$ cat src/rtl/swb_pkg.sv
package swb_pkg;
  // Kind of bit whose low phase has been classified but whose period is open.
  typedef enum logic [1:0] {
    PK_NONE  = 2'd0,
    PK_START = 2'd1,
    PK_ONE   = 2'd2,
    PK_ZERO  = 2'd3
  } pend_e;

  typedef enum logic {
    ST_HUNT  = 1'b0,
    ST_FRAME = 1'b1
  } rx_st_e;
endpackage

$ cat src/rtl/swb_sync.sv
// Synchroniser chain for the line plus edge detection on its output.
module swb_sync #(
  parameter int SYNC_STAGES = 2
) (
  input  logic clk,
  input  logic rst_n,
  input  logic line_in,
  output logic level,
  output logic fall,
  output logic rise
);
  logic [SYNC_STAGES-1:0] chain_q, chain_n;
  logic                   last_q, last_n;

  always_comb begin
    chain_n = {chain_q[SYNC_STAGES-2:0], line_in};
    last_n  = chain_q[SYNC_STAGES-1];
  end

  always_ff @(posedge clk or negedge rst_n) begin
    if (!rst_n) begin
      chain_q <= '1;
      last_q  <= 1'b1;
    end else begin
      chain_q <= chain_n;
      last_q  <= last_n;
    end
  end

  assign level = chain_q[SYNC_STAGES-1];
  assign fall  = last_q & ~level;
  assign rise  = ~last_q & level;
endmodule

$ cat src/rtl/swb_timer.sv
// Tick counter cleared on each falling edge; low time captured on each rising edge.
module swb_timer #(
  parameter int TW = 10
) (
  input  logic          clk,
  input  logic          rst_n,
  input  logic          tick,
  input  logic          fall,
  input  logic          rise,
  output logic [TW-1:0] cnt,
  output logic [TW-1:0] low_len
);
  localparam logic [TW-1:0] CNT_SAT = {TW{1'b1}};

  logic [TW-1:0] cnt_q, cnt_n, low_q, low_n;

  always_comb begin
    cnt_n = cnt_q;
    if (fall)                           cnt_n = '0;
    else if (tick && (cnt_q != CNT_SAT)) cnt_n = cnt_q + 1'b1;
    low_n = rise ? cnt_q : low_q;
  end

  always_ff @(posedge clk or negedge rst_n) begin
    if (!rst_n) begin
      cnt_q <= '0;
      low_q <= '0;
    end else begin
      cnt_q <= cnt_n;
      low_q <= low_n;
    end
  end

  assign cnt     = cnt_q;
  assign low_len = low_q;
endmodule

$ cat src/rtl/swb_frame.sv
// Window checks, bit classification, frame assembly and sample strobes.
module swb_frame
  import swb_pkg::*;
#(
  parameter int TW = 10,
  parameter int DW = 8
) (
  input  logic          clk,
  input  logic          rst_n,
  input  logic          tick,
  input  logic          level,
  input  logic          fall,
  input  logic          rise,
  input  logic [TW-1:0] cnt,
  input  logic [TW-1:0] low_len,
  input  logic [TW-1:0] st_lo_min,
  input  logic [TW-1:0] st_lo_max,
  input  logic [TW-1:0] st_tot_min,
  input  logic [TW-1:0] st_tot_max,
  input  logic [TW-1:0] one_lo_min,
  input  logic [TW-1:0] one_lo_max,
  input  logic [TW-1:0] zero_lo_min,
  input  logic [TW-1:0] zero_lo_max,
  input  logic [TW-1:0] bit_tot_min,
  input  logic [TW-1:0] bit_hi_max,
  input  logic [TW-1:0] err_lo,
  input  logic [TW-1:0] smp_pt,
  input  logic [TW-1:0] ack_pt,
  output logic          byte_valid,
  output logic [DW-1:0] byte_data,
  output logic          byte_eom,
  output logic          byte_ack,
  output logic          rx_err,
  output logic          data_strobe,
  output logic          ack_strobe
);
  localparam int            IW      = $clog2(DW + 2);
  localparam logic [IW-1:0] IDX_EOM = IW'(DW);
  localparam logic [IW-1:0] IDX_ACK = IW'(DW + 1);

  rx_st_e        st_q, st_n;
  pend_e         pend_q, pend_n;
  logic [IW-1:0] idx_q, idx_n;
  logic [DW-1:0] sh_q, sh_n, dat_q, dat_n;
  logic          eom_q, eom_n, feom_q, feom_n, fack_q, fack_n;
  logic          v_q, v_n, e_q, e_n, ds_q, ds_n, as_q, as_n;
  logic          take, fail, tend, bit_v;
  logic [TW-1:0] hi_len;
  logic [TW:0]   cnt_inc;

  assign hi_len  = cnt - low_len;
  assign cnt_inc = {1'b0, cnt} + 1'b1;
  assign bit_v   = (pend_q == PK_ONE);

  always_comb begin
    st_n = st_q; pend_n = pend_q; idx_n = idx_q; sh_n = sh_q; eom_n = eom_q;
    dat_n = dat_q; feom_n = feom_q; fack_n = fack_q;
    v_n = 1'b0; e_n = 1'b0; ds_n = 1'b0; as_n = 1'b0;
    take = 1'b0; fail = 1'b0; tend = 1'b0;

    // Period end by falling edge: check the total period of the open bit.
    if (fall) begin
      if (pend_q == PK_START) begin
        if ((cnt >= st_tot_min) && (cnt <= st_tot_max)) begin
          st_n  = ST_FRAME;
          idx_n = '0;
        end else begin
          fail = 1'b1;
        end
      end else if (pend_q != PK_NONE) begin
        if (cnt >= bit_tot_min) take = 1'b1;
        else                    fail = 1'b1;
      end
      pend_n = PK_NONE;
    // Low phase finished: classify it.
    end else if (rise) begin
      if (st_q == ST_HUNT) begin
        pend_n = ((cnt >= st_lo_min) && (cnt <= st_lo_max)) ? PK_START : PK_NONE;
      end else if ((cnt >= one_lo_min) && (cnt <= one_lo_max)) begin
        pend_n = PK_ONE;
      end else if ((cnt >= zero_lo_min) && (cnt <= zero_lo_max)) begin
        pend_n = PK_ZERO;
      end else begin
        fail = 1'b1;
      end
    // Period end by an over-long high phase.
    end else if (level && (pend_q != PK_NONE) && (hi_len > bit_hi_max)) begin
      pend_n = PK_NONE;
      if ((pend_q != PK_START) && (idx_q == IDX_ACK)) begin
        take = 1'b1;
        tend = 1'b1;
      end else begin
        fail = 1'b1;
      end
    // Stuck low inside a frame.
    end else if (!level && (st_q == ST_FRAME) && (cnt >= err_lo)) begin
      fail = 1'b1;
    end

    if (take) begin
      if (idx_q < IDX_EOM) begin
        sh_n  = {sh_q[DW-2:0], bit_v};
        idx_n = idx_q + 1'b1;
      end else if (idx_q == IDX_EOM) begin
        eom_n = bit_v;
        idx_n = idx_q + 1'b1;
      end else begin
        v_n    = 1'b1;
        dat_n  = sh_q;
        feom_n = eom_q;
        fack_n = bit_v;
        idx_n  = '0;
        if (eom_q || tend) st_n = ST_HUNT;
      end
    end

    if (fail) begin
      st_n   = ST_HUNT;
      pend_n = PK_NONE;
      e_n    = 1'b1;
    end

    if (tick && !fall && (st_q == ST_FRAME)) begin
      ds_n = (idx_q <= IDX_EOM) && (cnt_inc == {1'b0, smp_pt});
      as_n = (idx_q == IDX_ACK) && (cnt_inc == {1'b0, ack_pt});
    end
  end

  always_ff @(posedge clk or negedge rst_n) begin
    if (!rst_n) begin
      st_q <= ST_HUNT; pend_q <= PK_NONE; idx_q <= '0; sh_q <= '0; eom_q <= 1'b0;
      dat_q <= '0; feom_q <= 1'b0; fack_q <= 1'b0;
      v_q <= 1'b0; e_q <= 1'b0; ds_q <= 1'b0; as_q <= 1'b0;
    end else begin
      st_q <= st_n; pend_q <= pend_n; idx_q <= idx_n; sh_q <= sh_n; eom_q <= eom_n;
      dat_q <= dat_n; feom_q <= feom_n; fack_q <= fack_n;
      v_q <= v_n; e_q <= e_n; ds_q <= ds_n; as_q <= as_n;
    end
  end

  assign byte_valid  = v_q;
  assign byte_data   = dat_q;
  assign byte_eom    = feom_q;
  assign byte_ack    = fack_q;
  assign rx_err      = e_q;
  assign data_strobe = ds_q;
  assign ack_strobe  = as_q;
endmodule

$ cat src/rtl/swb_bit_rx.sv
module swb_bit_rx #(
  parameter int TW          = 10,
  parameter int DW          = 8,
  parameter int SYNC_STAGES = 2
) (
  input  logic          clk,
  input  logic          rst_n,
  input  logic          tick,
  input  logic          line_in,
  input  logic [TW-1:0] lim_start_lo_min,
  input  logic [TW-1:0] lim_start_lo_max,
  input  logic [TW-1:0] lim_start_tot_min,
  input  logic [TW-1:0] lim_start_tot_max,
  input  logic [TW-1:0] lim_one_lo_min,
  input  logic [TW-1:0] lim_one_lo_max,
  input  logic [TW-1:0] lim_zero_lo_min,
  input  logic [TW-1:0] lim_zero_lo_max,
  input  logic [TW-1:0] lim_bit_tot_min,
  input  logic [TW-1:0] lim_bit_hi_max,
  input  logic [TW-1:0] lim_err_lo,
  input  logic [TW-1:0] pt_data_smp,
  input  logic [TW-1:0] pt_ack_smp,
  output logic          byte_valid,
  output logic [DW-1:0] byte_data,
  output logic          byte_eom,
  output logic          byte_ack,
  output logic          rx_err,
  output logic          data_strobe,
  output logic          ack_strobe
);
  logic          level, fall, rise;
  logic [TW-1:0] cnt, low_len;

  swb_sync #(.SYNC_STAGES(SYNC_STAGES)) u_sync (
    .clk(clk), .rst_n(rst_n), .line_in(line_in),
    .level(level), .fall(fall), .rise(rise)
  );

  swb_timer #(.TW(TW)) u_timer (
    .clk(clk), .rst_n(rst_n), .tick(tick), .fall(fall), .rise(rise),
    .cnt(cnt), .low_len(low_len)
  );

  swb_frame #(.TW(TW), .DW(DW)) u_frame (
    .clk(clk), .rst_n(rst_n), .tick(tick), .level(level), .fall(fall), .rise(rise),
    .cnt(cnt), .low_len(low_len),
    .st_lo_min(lim_start_lo_min), .st_lo_max(lim_start_lo_max),
    .st_tot_min(lim_start_tot_min), .st_tot_max(lim_start_tot_max),
    .one_lo_min(lim_one_lo_min), .one_lo_max(lim_one_lo_max),
    .zero_lo_min(lim_zero_lo_min), .zero_lo_max(lim_zero_lo_max),
    .bit_tot_min(lim_bit_tot_min), .bit_hi_max(lim_bit_hi_max),
    .err_lo(lim_err_lo), .smp_pt(pt_data_smp), .ack_pt(pt_ack_smp),
    .byte_valid(byte_valid), .byte_data(byte_data), .byte_eom(byte_eom),
    .byte_ack(byte_ack), .rx_err(rx_err),
    .data_strobe(data_strobe), .ack_strobe(ack_strobe)
  );
endmodule

$ cat config.mk
export PLATFORM = sky130hd
export DESIGN_NAME = swb_bit_rx
export DESIGN_NICKNAME = d
export VERILOG_FILES = /design/src/rtl/swb_pkg.sv /design/src/rtl/swb_sync.sv /design/src/rtl/swb_timer.sv /design/src/rtl/swb_frame.sv /design/src/rtl/swb_bit_rx.sv
export SDC_FILE = /design/constraint.sdc
export NUM_CORES = 1
export LEC_CHECK = 0
export BUFFER_PORTS_ARGS = -buffer_cell sky130_fd_sc_hd__buf_2
export CAP_MARGIN = 30
export CORE_ASPECT_RATIO = 0.7
export CORE_UTILIZATION = 53
export CTS_CLUSTER_SIZE = 14
export DETAILED_ROUTE_END_ITERATION = 8
export PLACE_DENSITY = 0.86
export SLEW_MARGIN = 25
export SYNTH_ARGS = -nofsm -noshare
export SYNTH_HDL_FRONTEND = slang
export SYNTH_SLANG_ARGS = --single-unit
$ cat constraint.sdc
create_clock -name clk -period 4.8 [get_ports clk]
set_input_delay 0.24 -clock clk [delete_from_list [all_inputs] [get_ports clk]]
set_output_delay 0.24 -clock clk [all_outputs]
set_load 0.005 [all_outputs]
==> results of run 1 <==
## per-layer routing
metal	vias up	track usage, %	wire length, µm
met5	-	0	0
met4	0	4.00	129
met3	13	3.23	1050
met2	219	45.8	6580
met1	2367	37.4	7040
li1	2665	-	-
## power by group
part	switching, µW	internal [µW]	leakage, µW
combinational	460	366	0.00318
clock	170	196	0.0000704
sequential	23.7	468	0.000715
## synth_stat cells (3+ instances only)
| library cell | count | share of area, % |
|---|---|---|
| dfrtp_1 | 50 | 22 |
| xor2_1 | 20 | 3.0 |
| nor2_1 | 26 | 1.7 |
| and4_1 | 3 | 0.45 |
| nor3_1 | 8 | 0.69 |
| a211oi_1 | 7 | 0.91 |
| a31oi_1 | 7 | 0.75 |
| nor2b_1 | 7 | 0.75 |
| mux2_2 | 3 | 0.58 |
| and3_1 | 6 | 0.65 |
| a21oi_1 | 43 | 3.7 |
| nand2b_1 | 13 | 1.4 |
| a21o_1 | 8 | 1.0 |
| a2111oi_0 | 4 | 0.60 |
| nor4_1 | 6 | 0.65 |
| ha_1 | 126 | 27 |
| xnor2_1 | 21 | 3.2 |
| or3_1 | 4 | 0.43 |
| dfstp_2 | 3 | 1.4 |
| a211o_1 | 3 | 0.45 |
| o21a_1 | 6 | 0.78 |
| clkbuf_1 | 5 | 0.32 |
| nand3_1 | 15 | 1.3 |
| nand2_1 | 40 | 2.6 |
| o21ai_0 | 33 | 2.8 |
| inv_1 | 127 | 8.2 |
| mux2_1 | 18 | 3.5 |
| nand4_1 | 13 | 1.4 |
## registers in the layout (all words and copies together), names as in the netlist
signal / count
u_timer.cnt: 10
u_timer.low_len: 10
u_frame.byte_data: 8
u_frame.sh_q: 8
u_frame.idx_q: 4
u_frame.pend_q: 2
u_sync.chain_q: 2
u_frame.ack_strobe: 1
u_frame.byte_ack: 1
u_frame.byte_eom: 1
u_frame.byte_valid: 1
u_frame.data_strobe: 1
u_frame.eom_q: 1
u_frame.rx_err: 1
u_frame.st_q: 1
u_sync.last_q: 1
## critical path, cell delays in order (launching register included)
cell and delay, ns:
dfrtp_1 0.49, inv_1 0.11, ha_1 0.24, fa_1 0.40
o21ai_0 0.16, a21oi_1 0.12, o21bai_1 0.14, a21oi_1 0.13
o21ai_0 0.21, xor2_1 0.10, ha_1 0.29, nand4_1 0.17
o31ai_1 0.62, nor3_1 0.14, nand2_2 0.22, a21o_2 0.22
inv_4 0.08, mux2_1 0.32
## cell type report
cell class / instances / area (µm²) / area share (%)
Multi-Input combinational cell: 485 / 3940 / 57.1
Sequential cell: 53 / 1330 / 19.2
Timing Repair Buffer: 158 / 818 / 11.8
Inverter: 128 / 483 / 6.99
Tap cell: 148 / 185 / 2.68
Clock buffer: 5 / 125 / 1.81
Clock inverter: 3 / 25.0 / 0.362
## metrics by stage
step / hold WS (ns) / utilization (%) / instance area [µm²] / setup WS (ns)
floorplan: -0.0556 / - / 5800 / 0.917
global route: 0.0405 / 65.7 / 6910 / 0.204
detailed placement: 0.350 / 64.3 / 6760 / 0.645
global placement: 0.350 / 64.3 / 6760 / 0.782
CTS: 0.0468 / 65.7 / 6910 / 0.582
finish: 0.0458 / 65.7 / 6910 / 0.489
## cells by family after synthesis
| kind of cell | count (synthesis) | synth area share (%) |
|---|---|---|
| multiplexers | 21 | 4.08 |
| XOR/XNOR | 42 | 6.47 |
| flip-flops | 53 | 22.9 |
| buffers and inverters | 137 | 9.08 |
| AO/OA/AOI/OAI | 146 | 16.9 |
| adder cells (fa/ha/maj) | 127 | 27.5 |
| AND/OR/NAND/NOR | 149 | 13.1 |
## path summary, 6_finish.rpt
path | from | endpoint | slack [ns] | cells after the start
hold reg to reg | u_sync.chain_q[0] | u_sync.chain_q[1] | 0.38 | 0
setup / recovery | u_timer.cnt[0] | u_frame.byte_data[3] | 0.49 | 17
max in group asynchronous | rst_n | u_timer.cnt[8] | 4.30 | 2
setup reg to reg | u_timer.cnt[0] | u_frame.byte_data[3] | 0.49 | 17
min in group clk | line_in | u_sync.chain_q[0] | 0.05 | 1
hold / removal | rst_n | u_frame.byte_valid | 0.05 | 2
==> out/qor.txt, run 1 <==
clock sink count: 53
GP Congestion: 0.939
1st-iter DRT viols: 310
Synth cell types: 69
CTS clk-pin slew, worst paths: 0.07 ns
P_leak: 0.00396 µW
cell count after synthesis: 675
Slew headroom: 50.1%
htree depth: 2
total track usage: 26.8%
HPWL after detailed placement: 11,600 µm
DRC violations left: 0
setup bufs post-CTS: 0
yosys warns: 0
Filler cells: 842
WS Path Type: reg2reg
CP Capture Type: flip-flop
Avg Cell Area, Syn: 8.59 µm²
Via density: 5.37
Initial Utilization: 55.2%
placed cell count: 972
share of cells above drive strength 1: 22.0%
Synth Cell Area: 5800 µm²
Longest Clk Path Bufs: 2
prevailing post-synth register cell: dfrtp_1
most frequent cells in the layout: buf_2, inv_1, ha_1
Critical Path AT: 4.49 ns
hold buffer count at CTS: 0
Final Skew: 0.00735 ns
Layout area overhead: 19.1%
CP max FO: 10
wire per inst: 15.1 µm
period utilization: 89.8%
global-route wire length before repair: 24,000 µm
Initial DRT Pass Iterations: 5
cts repair resizes: 0
Inserted Diodes: 0
die area: 11,400 µm²
RSZ-0062 raised after global routing: no
FF+latch count, synth: 53
CTS Buf Count: 5
number of port buffers: 147
# rows: 31
number of global-route vias before repair: 5,144
worst min path class: in2async
pin count of the biggest net entering global routing: 54
max-slew violation count: 0
area of the core: 10,500 µm²
Max Cap Viol: 0
fin nets: 1,092
Period minus WS final: 4.31 ns
clock latency on the worst-skew pair: 0.29 ns
Chip Height: 89.5 µm
total wire length: 14,800 µm
commonest non-fill, non-tap cell in the layout: buf_2
Die Wd: 127 µm
Max rail drop VDD: 0.275 mV
Mapped Nets: 936
CTS root buf: clkbuf_16
startpoint class of the critical path: flip-flop
register area share after synthesis: 22.9%
outcome: finished clean
CTS tree: done
EDFF count, synth: 0
final antenna-violating net count: 0
via count: 5,264
post-route insts no fill: 980
setup violators final: 0
FFs w/ async S/R, synth: 100%
Crit path required time: 4.98 ns
total gr overflow: 0
PD cells: 244 nW/µm²
Final Hold Fails: 0
# IOs: 148
TNS Setup: 0 ns
Slew @ Worst Pin: 0.745 ns
total chip power: 1680 µW
initial antenna violation count: 0
Max Fclk: 0.232 GHz
Power figures use the tool's default switching activity.
==> inputs of run 2 (changes only) <==
--- a/config.mk
+++ b/config.mk
@@ -11,7 +11,7 @@
 export CORE_UTILIZATION = 53
 export CTS_CLUSTER_SIZE = 14
 export DETAILED_ROUTE_END_ITERATION = 8
-export PLACE_DENSITY = 0.86
+export PLACE_DENSITY_LB_ADDON = 0.3
 export SLEW_MARGIN = 25
 export SYNTH_ARGS = -nofsm -noshare
 export SYNTH_HDL_FRONTEND = slang
==> run 2 against run 1 <==
Against the previous run: global-route usage rose by 1.8 points; die area unchanged; largest power group unchanged; combinational power is 2% higher; hold slack lost 0.015 ns; clock-buffer cell count is the same; non-clock buffer count did not move.
==> out/qor.txt, run 2 (synthesis gave the netlist of run 1 again) <==
outcome: finished clean
area of the core: 10,500 µm² (unchanged)
max-slew violation count: 0 (unchanged)
Die Wd: 127 µm (unchanged)
Max Fclk: 0.232 GHz (+0.16%)
fin nets: 1,092 (unchanged)
critical path's slowest cell: o31ai_1
pin count of the biggest net entering global routing: 54 (unchanged)
1st-iter DRT viols: 334 (+7.7%)
Final Skew: 0.0100 ns (+0.00267 ns)
R2R depth: 17 (unchanged)
Layout area overhead: 19.1% (unchanged)
Longest Clk Path Bufs: 2 (unchanged)
Slew @ Worst Pin: 0.720 ns (-0.0252 ns)
crit-path cells: inv_1 -> ha_1 -> fa_1 -> o21ai_0 -> a21oi_1 -> o21bai_1 -> a21oi_1 -> o21ai_0 -> xor2_1 -> ha_1 -> nand4_1 -> o31ai_1 -> nor3_1 -> nand2_2 -> a21o_2 -> inv_4 -> mux2_1
number of port buffers: 147 (unchanged)
GP Congestion: 0.969 (+3.2%)
Hold Crit Start: line_in
DRC violations left: 0 (unchanged)
Chip Height: 89.5 µm (unchanged)
Critical Path AT: 4.49 ns (about the same)
CP delay by family, top: compound AO/OA/AOI/OAI gates
global-route wire length before repair: 25,500 µm (+6.2%)
Max rail drop VDD: 0.222 mV (-19%)
CTS Buf Count: 5 (unchanged)
Buf/Inv on CP: 2 (unchanged)
CP max FO: 10 (unchanged)
clock sink count: 53 (unchanged)
startpoint class of the critical path: flip-flop
# IOs: 148 (unchanged)
total chip power: 1710 µW (+1.6%)
P_leak: 0.00396 µW (about the same)
r2r setup slk: 0.50 ns (about the same)
final antenna-violating net count: 0 (unchanged)
period utilization: 89.7% (-0.14 points)
total wire length: 15,600 µm (+5.5%)
Inserted Diodes: 0 (unchanged)
CTS tree: done
post-route worst setup slack: 0.496 ns (+0.00679 ns)
share of cells above drive strength 1: 22.0% (unchanged)
most frequent cells in the layout: buf_2, inv_1, ha_1
worst reg2reg path startpoint: u_timer.cnt[0]
r2r endpoint: u_frame.byte_data[3]
hold buffer count at CTS: 0 (unchanged)
clock latency on the worst-skew pair: 0.31 ns (+0.02 ns)
WS Path Type: reg2reg
commonest non-fill, non-tap cell in the layout: buf_2
TNS Setup: 0 ns (unchanged)
CP Capture Type: flip-flop
HPWL after detailed placement: 12,300 µm (+6.2%)
wire per inst: 15.9 µm (+5.5%)
total track usage: 28.6% (+1.8 points)
initial antenna violation count: 0 (unchanged)
htree depth: 2 (unchanged)
PD cells: 247 nW/µm² (+1.6%)
Via density: 5.54 (+3.1%)
setup violators final: 0 (unchanged)
CTS root buf: clkbuf_16
Hold Path End: u_sync.chain_q[0]
total gr overflow: 0 (unchanged)
CTS clk-pin slew, worst paths: 0.08 ns (about the same)
Place WS: 0.591 ns (-0.0540 ns)
Max Cap Viol: 0 (unchanged)
hold_ws: 0.0306 ns (-0.0152 ns)
Initial DRT Pass Iterations: 4 (-1)
via count: 5,425 (+3.1%)
cts repair resizes: 0 (unchanged)
setup bufs post-CTS: 0 (unchanged)
number of global-route vias before repair: 5,394 (+4.9%)
die area: 11,400 µm² (unchanged)
Initial Utilization: 55.2% (unchanged)
RSZ-0062 raised after global routing: no
CP peak stage delay: 0.58 ns (-0.04 ns)
# rows: 31 (unchanged)
Slew headroom: 52.0% (+1.9 points)
Final Hold Fails: 0 (unchanged)
Final Core Density: 65.7% (unchanged)
hold path cells: 1
worst min path class: in2reg
Crit path required time: 4.99 ns (about the same)
Period minus WS final: 4.30 ns (-0.00679 ns)
run 2: how the worst max path moves through the flow:
| stage | cells past startpoint | from | endpoint | slack [ns] |
|---|---|---|---|---|
| floorplan | 19 | u_timer.cnt[0] | u_frame.byte_ack | 0.92 |
| global placement | 17 | u_timer.cnt[0] | u_frame.byte_data[0] | 0.79 |
| detailed placement | 17 | u_timer.cnt[0] | u_frame.byte_data[7] | 0.59 |
| CTS | 17 | u_timer.cnt[0] | u_frame.byte_data[3] | 0.57 |
| global route | 17 | u_timer.cnt[0] | u_frame.byte_data[7] | 0.25 |
| finish | 17 | u_timer.cnt[0] | u_frame.byte_data[3] | 0.50 |
run 2: cell type report:
type                    instances  area [µm²]
fillers                       884        3600
repair buffers                158         818
clock inverters                 3        25.0
well taps                     148         185
clock buffers                   5         125
multi-input cells             485        3940
inverters                     128         483
flip-flops and latches         53        1330
run 2: routing by layer:
metal	wire length (µm)	global-route usage, %
met5	0	0
met4	224	7.03
met3	886	3.95
met2	7290	50.3
met1	7210	37.5
run 2: through the flow:
stage	area (µm²)	instances
after CTS	6910	980
after global routing	6910	980
after detailed placement	6760	972
after floorplan	5800	675
after global placement	6760	972
final	6910	980
run 2: power breakdown:
part | total (µW) | switching (µW) | internal, µW
Combinational | 840 | 474 | 366
Sequential | 491 | 22.9 | 468
Clock | 379 | 182 | 198
Total | 1710 | 678 | 1030
==> inputs of run 3 (changes only) <==
--- a/config.mk
+++ b/config.mk
@@ -5,13 +5,14 @@
 export SDC_FILE = /design/constraint.sdc
 export NUM_CORES = 1
 export LEC_CHECK = 0
+export ABC_AREA = 1
 export BUFFER_PORTS_ARGS = -buffer_cell sky130_fd_sc_hd__buf_2
 export CAP_MARGIN = 30
 export CORE_ASPECT_RATIO = 0.7
 export CORE_UTILIZATION = 53
 export CTS_CLUSTER_SIZE = 14
 export DETAILED_ROUTE_END_ITERATION = 8
-export PLACE_DENSITY_LB_ADDON = 0.3
+export PLACE_DENSITY_LB_ADDON = 0.12
 export SLEW_MARGIN = 25
 export SYNTH_ARGS = -nofsm -noshare
 export SYNTH_HDL_FRONTEND = slang
==> run 3 against run 2 <==
Against the previous run: cell area up 4.1%; critical path type unchanged; area after synthesis up 5.0%; cell count up 20%; wire length down 6.5%.
==> out/qor.txt, run 3 <==
GP Congestion: 0.875 (-9.7%)
Chip Height: 91.7 µm (+2.4%)
largest cells by area after synthesis: ha_1, dfrtp_1, nand2_1, inv_1, nor2_1
Via density: 4.85 (-12%)
CTS clk-pin slew, worst paths: 0.07 ns (about the same)
FF+latch count, synth: 53 (unchanged)
Max Fclk: 0.254 GHz (+9.4%)
Max rail drop VDD: 0.147 mV (-34%)
Synth Cell Area: 6090 µm² (+5.0%)
Avg Cell Area, Syn: 7.07 µm² (-18%)
die area: 11,900 µm² (+4.9%)
htree depth: 2 (unchanged)
HPWL after detailed placement: 11,800 µm (-4.2%)
# rows: 32 (+3.2%)
clock latency on the worst-skew pair: 0.30 ns (about the same)
Final Hold Fails: 0 (unchanged)
pin count of the biggest net entering global routing: 54 (unchanged)
Max Cap Viol: 0 (unchanged)
commonest cells in the netlist: nand2_1, inv_1, ha_1
Slew @ Worst Pin: 0.683 ns (-0.0371 ns)
Buf/Inv on CP: 1 (-1)
max-slew violation count: 0 (unchanged)
total chip power: 1480 µW (-14%)
number of global-route vias before repair: 5,235 (-2.9%)
critical path's slowest cell: dfrtp_1
CP Capture Type: flip-flop
CTS root buf: clkbuf_16
Period minus WS final: 3.93 ns (-0.371 ns)
wire per inst: 12.4 µm (-22%)
top-count cell post-synth: nand2_1
startpoint class of the critical path: flip-flop
placed cell count: 1,167 (+20%)
Mapped Nets: 1,123 (+20%)
stages on the worst setup path: 22 (+5)
CTS tree: done
worst min path class: in2reg
Initial DRT Pass Iterations: 5 (+1)
Synth cell types: 35 (-49%)
R2R depth: 22 (+5)
Multi-input gate area: 4010 µm² (+1.6%)
TNS Setup: 0 ns (unchanged)
yosys warns: 0 (unchanged)
area of the core: 11,100 µm² (+5.5%)
most frequent cells in the layout: nand2_1, inv_1, buf_2
1st-iter DRT viols: 302 (-9.6%)
EDFF count, synth: 0 (unchanged)
post-route insts no fill: 1,175 (+20%)
setup bufs post-CTS: 0 (unchanged)
PD cells: 205 nW/µm² (-17%)
prevailing post-synth register cell: dfrtp_1
total track usage: 26.3% (-2.3 points)
Crit path required time: 4.98 ns (about the same)
final antenna-violating net count: 0 (unchanged)
Slew headroom: 54.5% (+2.5 points)
post-route worst setup slack: 0.867 ns (+0.371 ns)
setup violators final: 0 (unchanged)
cts repair resizes: 0 (unchanged)
via count: 5,696 (+5.0%)
hold buffer count at CTS: 0 (unchanged)
commonest non-fill, non-tap cell in the layout: nand2_1
Filler cells: 1,018 (+15%)
number of port buffers: 147 (unchanged)
Initial Utilization: 54.9% (-0.25 points)
global-route wire length before repair: 24,400 µm (-4.3%)
Die Wd: 130 µm (+2.4%)
Yosys top cell area share: 25.9% (-1.3 points)
Inserted Diodes: 0 (unchanged)
largest area contributor in the netlist: ha_1
WS Path Type: reg2reg
P_leak: 0.00436 µW (+10%)
RSZ-0062 raised after global routing: no
most used cell, CP: nand2_1
CP max FO: 21 (+11)
CP peak stage delay: 0.46 ns (-0.12 ns)
share of cells above drive strength 1: 19.2% (-2.8 points)
total wire length: 14,600 µm (-6.5%)
CTS Buf Count: 5 (unchanged)
Place WS: 0.926 ns (+0.335 ns)
total gr overflow: 0 (unchanged)
# IOs: 148 (unchanged)
outcome: finished clean
clock sink count: 53 (unchanged)
hold path cells: 1 (unchanged)
initial antenna violation count: 0 (unchanged)
fin nets: 1,282 (+17%)
Layout area overhead: 18.1%
Final Skew: 0.0100 ns (-0.0000182 ns)
Critical Path AT: 4.12 ns (-0.37 ns)
cell count after synthesis: 862 (+28%)
register area share after synthesis: 21.8% (-1.1 points)
FF/Latch Area: 1330 µm² (unchanged)
crit-path cells: inv_1 -> ha_1 -> fa_1 -> o21ai_0 -> nand2_1 -> nand2_1 -> nand2_1 -> nand2_1 -> nand2_1 -> nand2_1 -> a21oi_1 -> xnor2_1 -> ha_1 -> nand2_1 -> nor2_1 -> o211ai_1 -> nand3_1 -> nand4_2 -> nand2_4 -> nand3_4 -> nand2_1 -> o21ai_2
DRC violations left: 0 (unchanged)
FFs w/ async S/R, synth: 100% (unchanged)
Longest Clk Path Bufs: 2 (unchanged)
CP delay by family, top: simple AND/OR/NAND/NOR gates
period utilization: 81.9% (-7.7 points)
==> run 3: cell count changes in the layout (fill, tap and decap cells not counted), moves of 10 or more <==
cell / previous run / this run
nand2_1: 40 / 203
inv_1: 127 / 190
nor2_1: 26 / 65
nand3_1: 15 / 36
mux2_1: 18 / 0
o21ai_2: 0 / 17
nand2b_1: 13 / 0
xnor2_1: 21 / 11
xor2_1: 20 / 10
==> run 3: final timing paths <==
check	startpoint	end	slack, ns
worst min-delay path	line_in	u_sync.chain_q[0]	0.05
worst max-delay path	u_timer.cnt[0]	u_frame.byte_data[2]	0.87
worst max register to register	u_timer.cnt[0]	u_frame.byte_data[2]	0.87
max in group asynchronous	rst_n	u_frame.idx_q[2]	4.29
worst min register to register	u_sync.chain_q[0]	u_sync.chain_q[1]	0.36
min in group asynchronous	rst_n	u_frame.byte_data[6]	0.06
==> run 3: where the power goes <==
part	leakage, µW	total (µW)	internal (µW)	switching (µW)
clock network	0.0000641	357	194	163
logic	0.00358	641	268	373
registers	0.000722	479	463	15.8
==> run 3: cells by family (layout without fill, tap and decap cells) <==
family | Yosys count | count (layout) | share of synthesized area (%)
AND/OR/NAND/NOR | 342 | 342 | 24.0
buffers and inverters | 195 | 355 | 12.4
adder cells (fa/ha/maj) | 127 | 127 | 26.2
AO/OA/AOI/OAI | 123 | 123 | 12.3
flip-flops | 53 | 53 | 21.8
XOR/XNOR | 22 | 22 | 3.29
==> run 3: per-stage QoR <==
step	hold WS [ns]	area [µm²]	util, %
2_1_floorplan	-0.0556	6090	-
3_3_place_gp	0.346	7050	63.6
3_5_place_dp	0.347	7050	63.6
4_1_cts	0.0466	7190	64.9
5_1_grt	0.0417	7190	64.9
6_report	0.0505	7190	64.9
==> run 3: final cells by class <==
cell class	instances	area share, %
timing repair buffer	157	11.3
clock buffer	7	1.84
inverter	190	9.91
clock inverter	1	0.104
sequential	53	18.5
multi-input combinational	614	55.7
tap	153	2.66
==> run 3: routing by layer <==
metal	track usage, %	wire length [µm]
met5	0	0
met2	39.4	5820
met4	3.78	51
met1	39.4	7780
met3	4.96	937
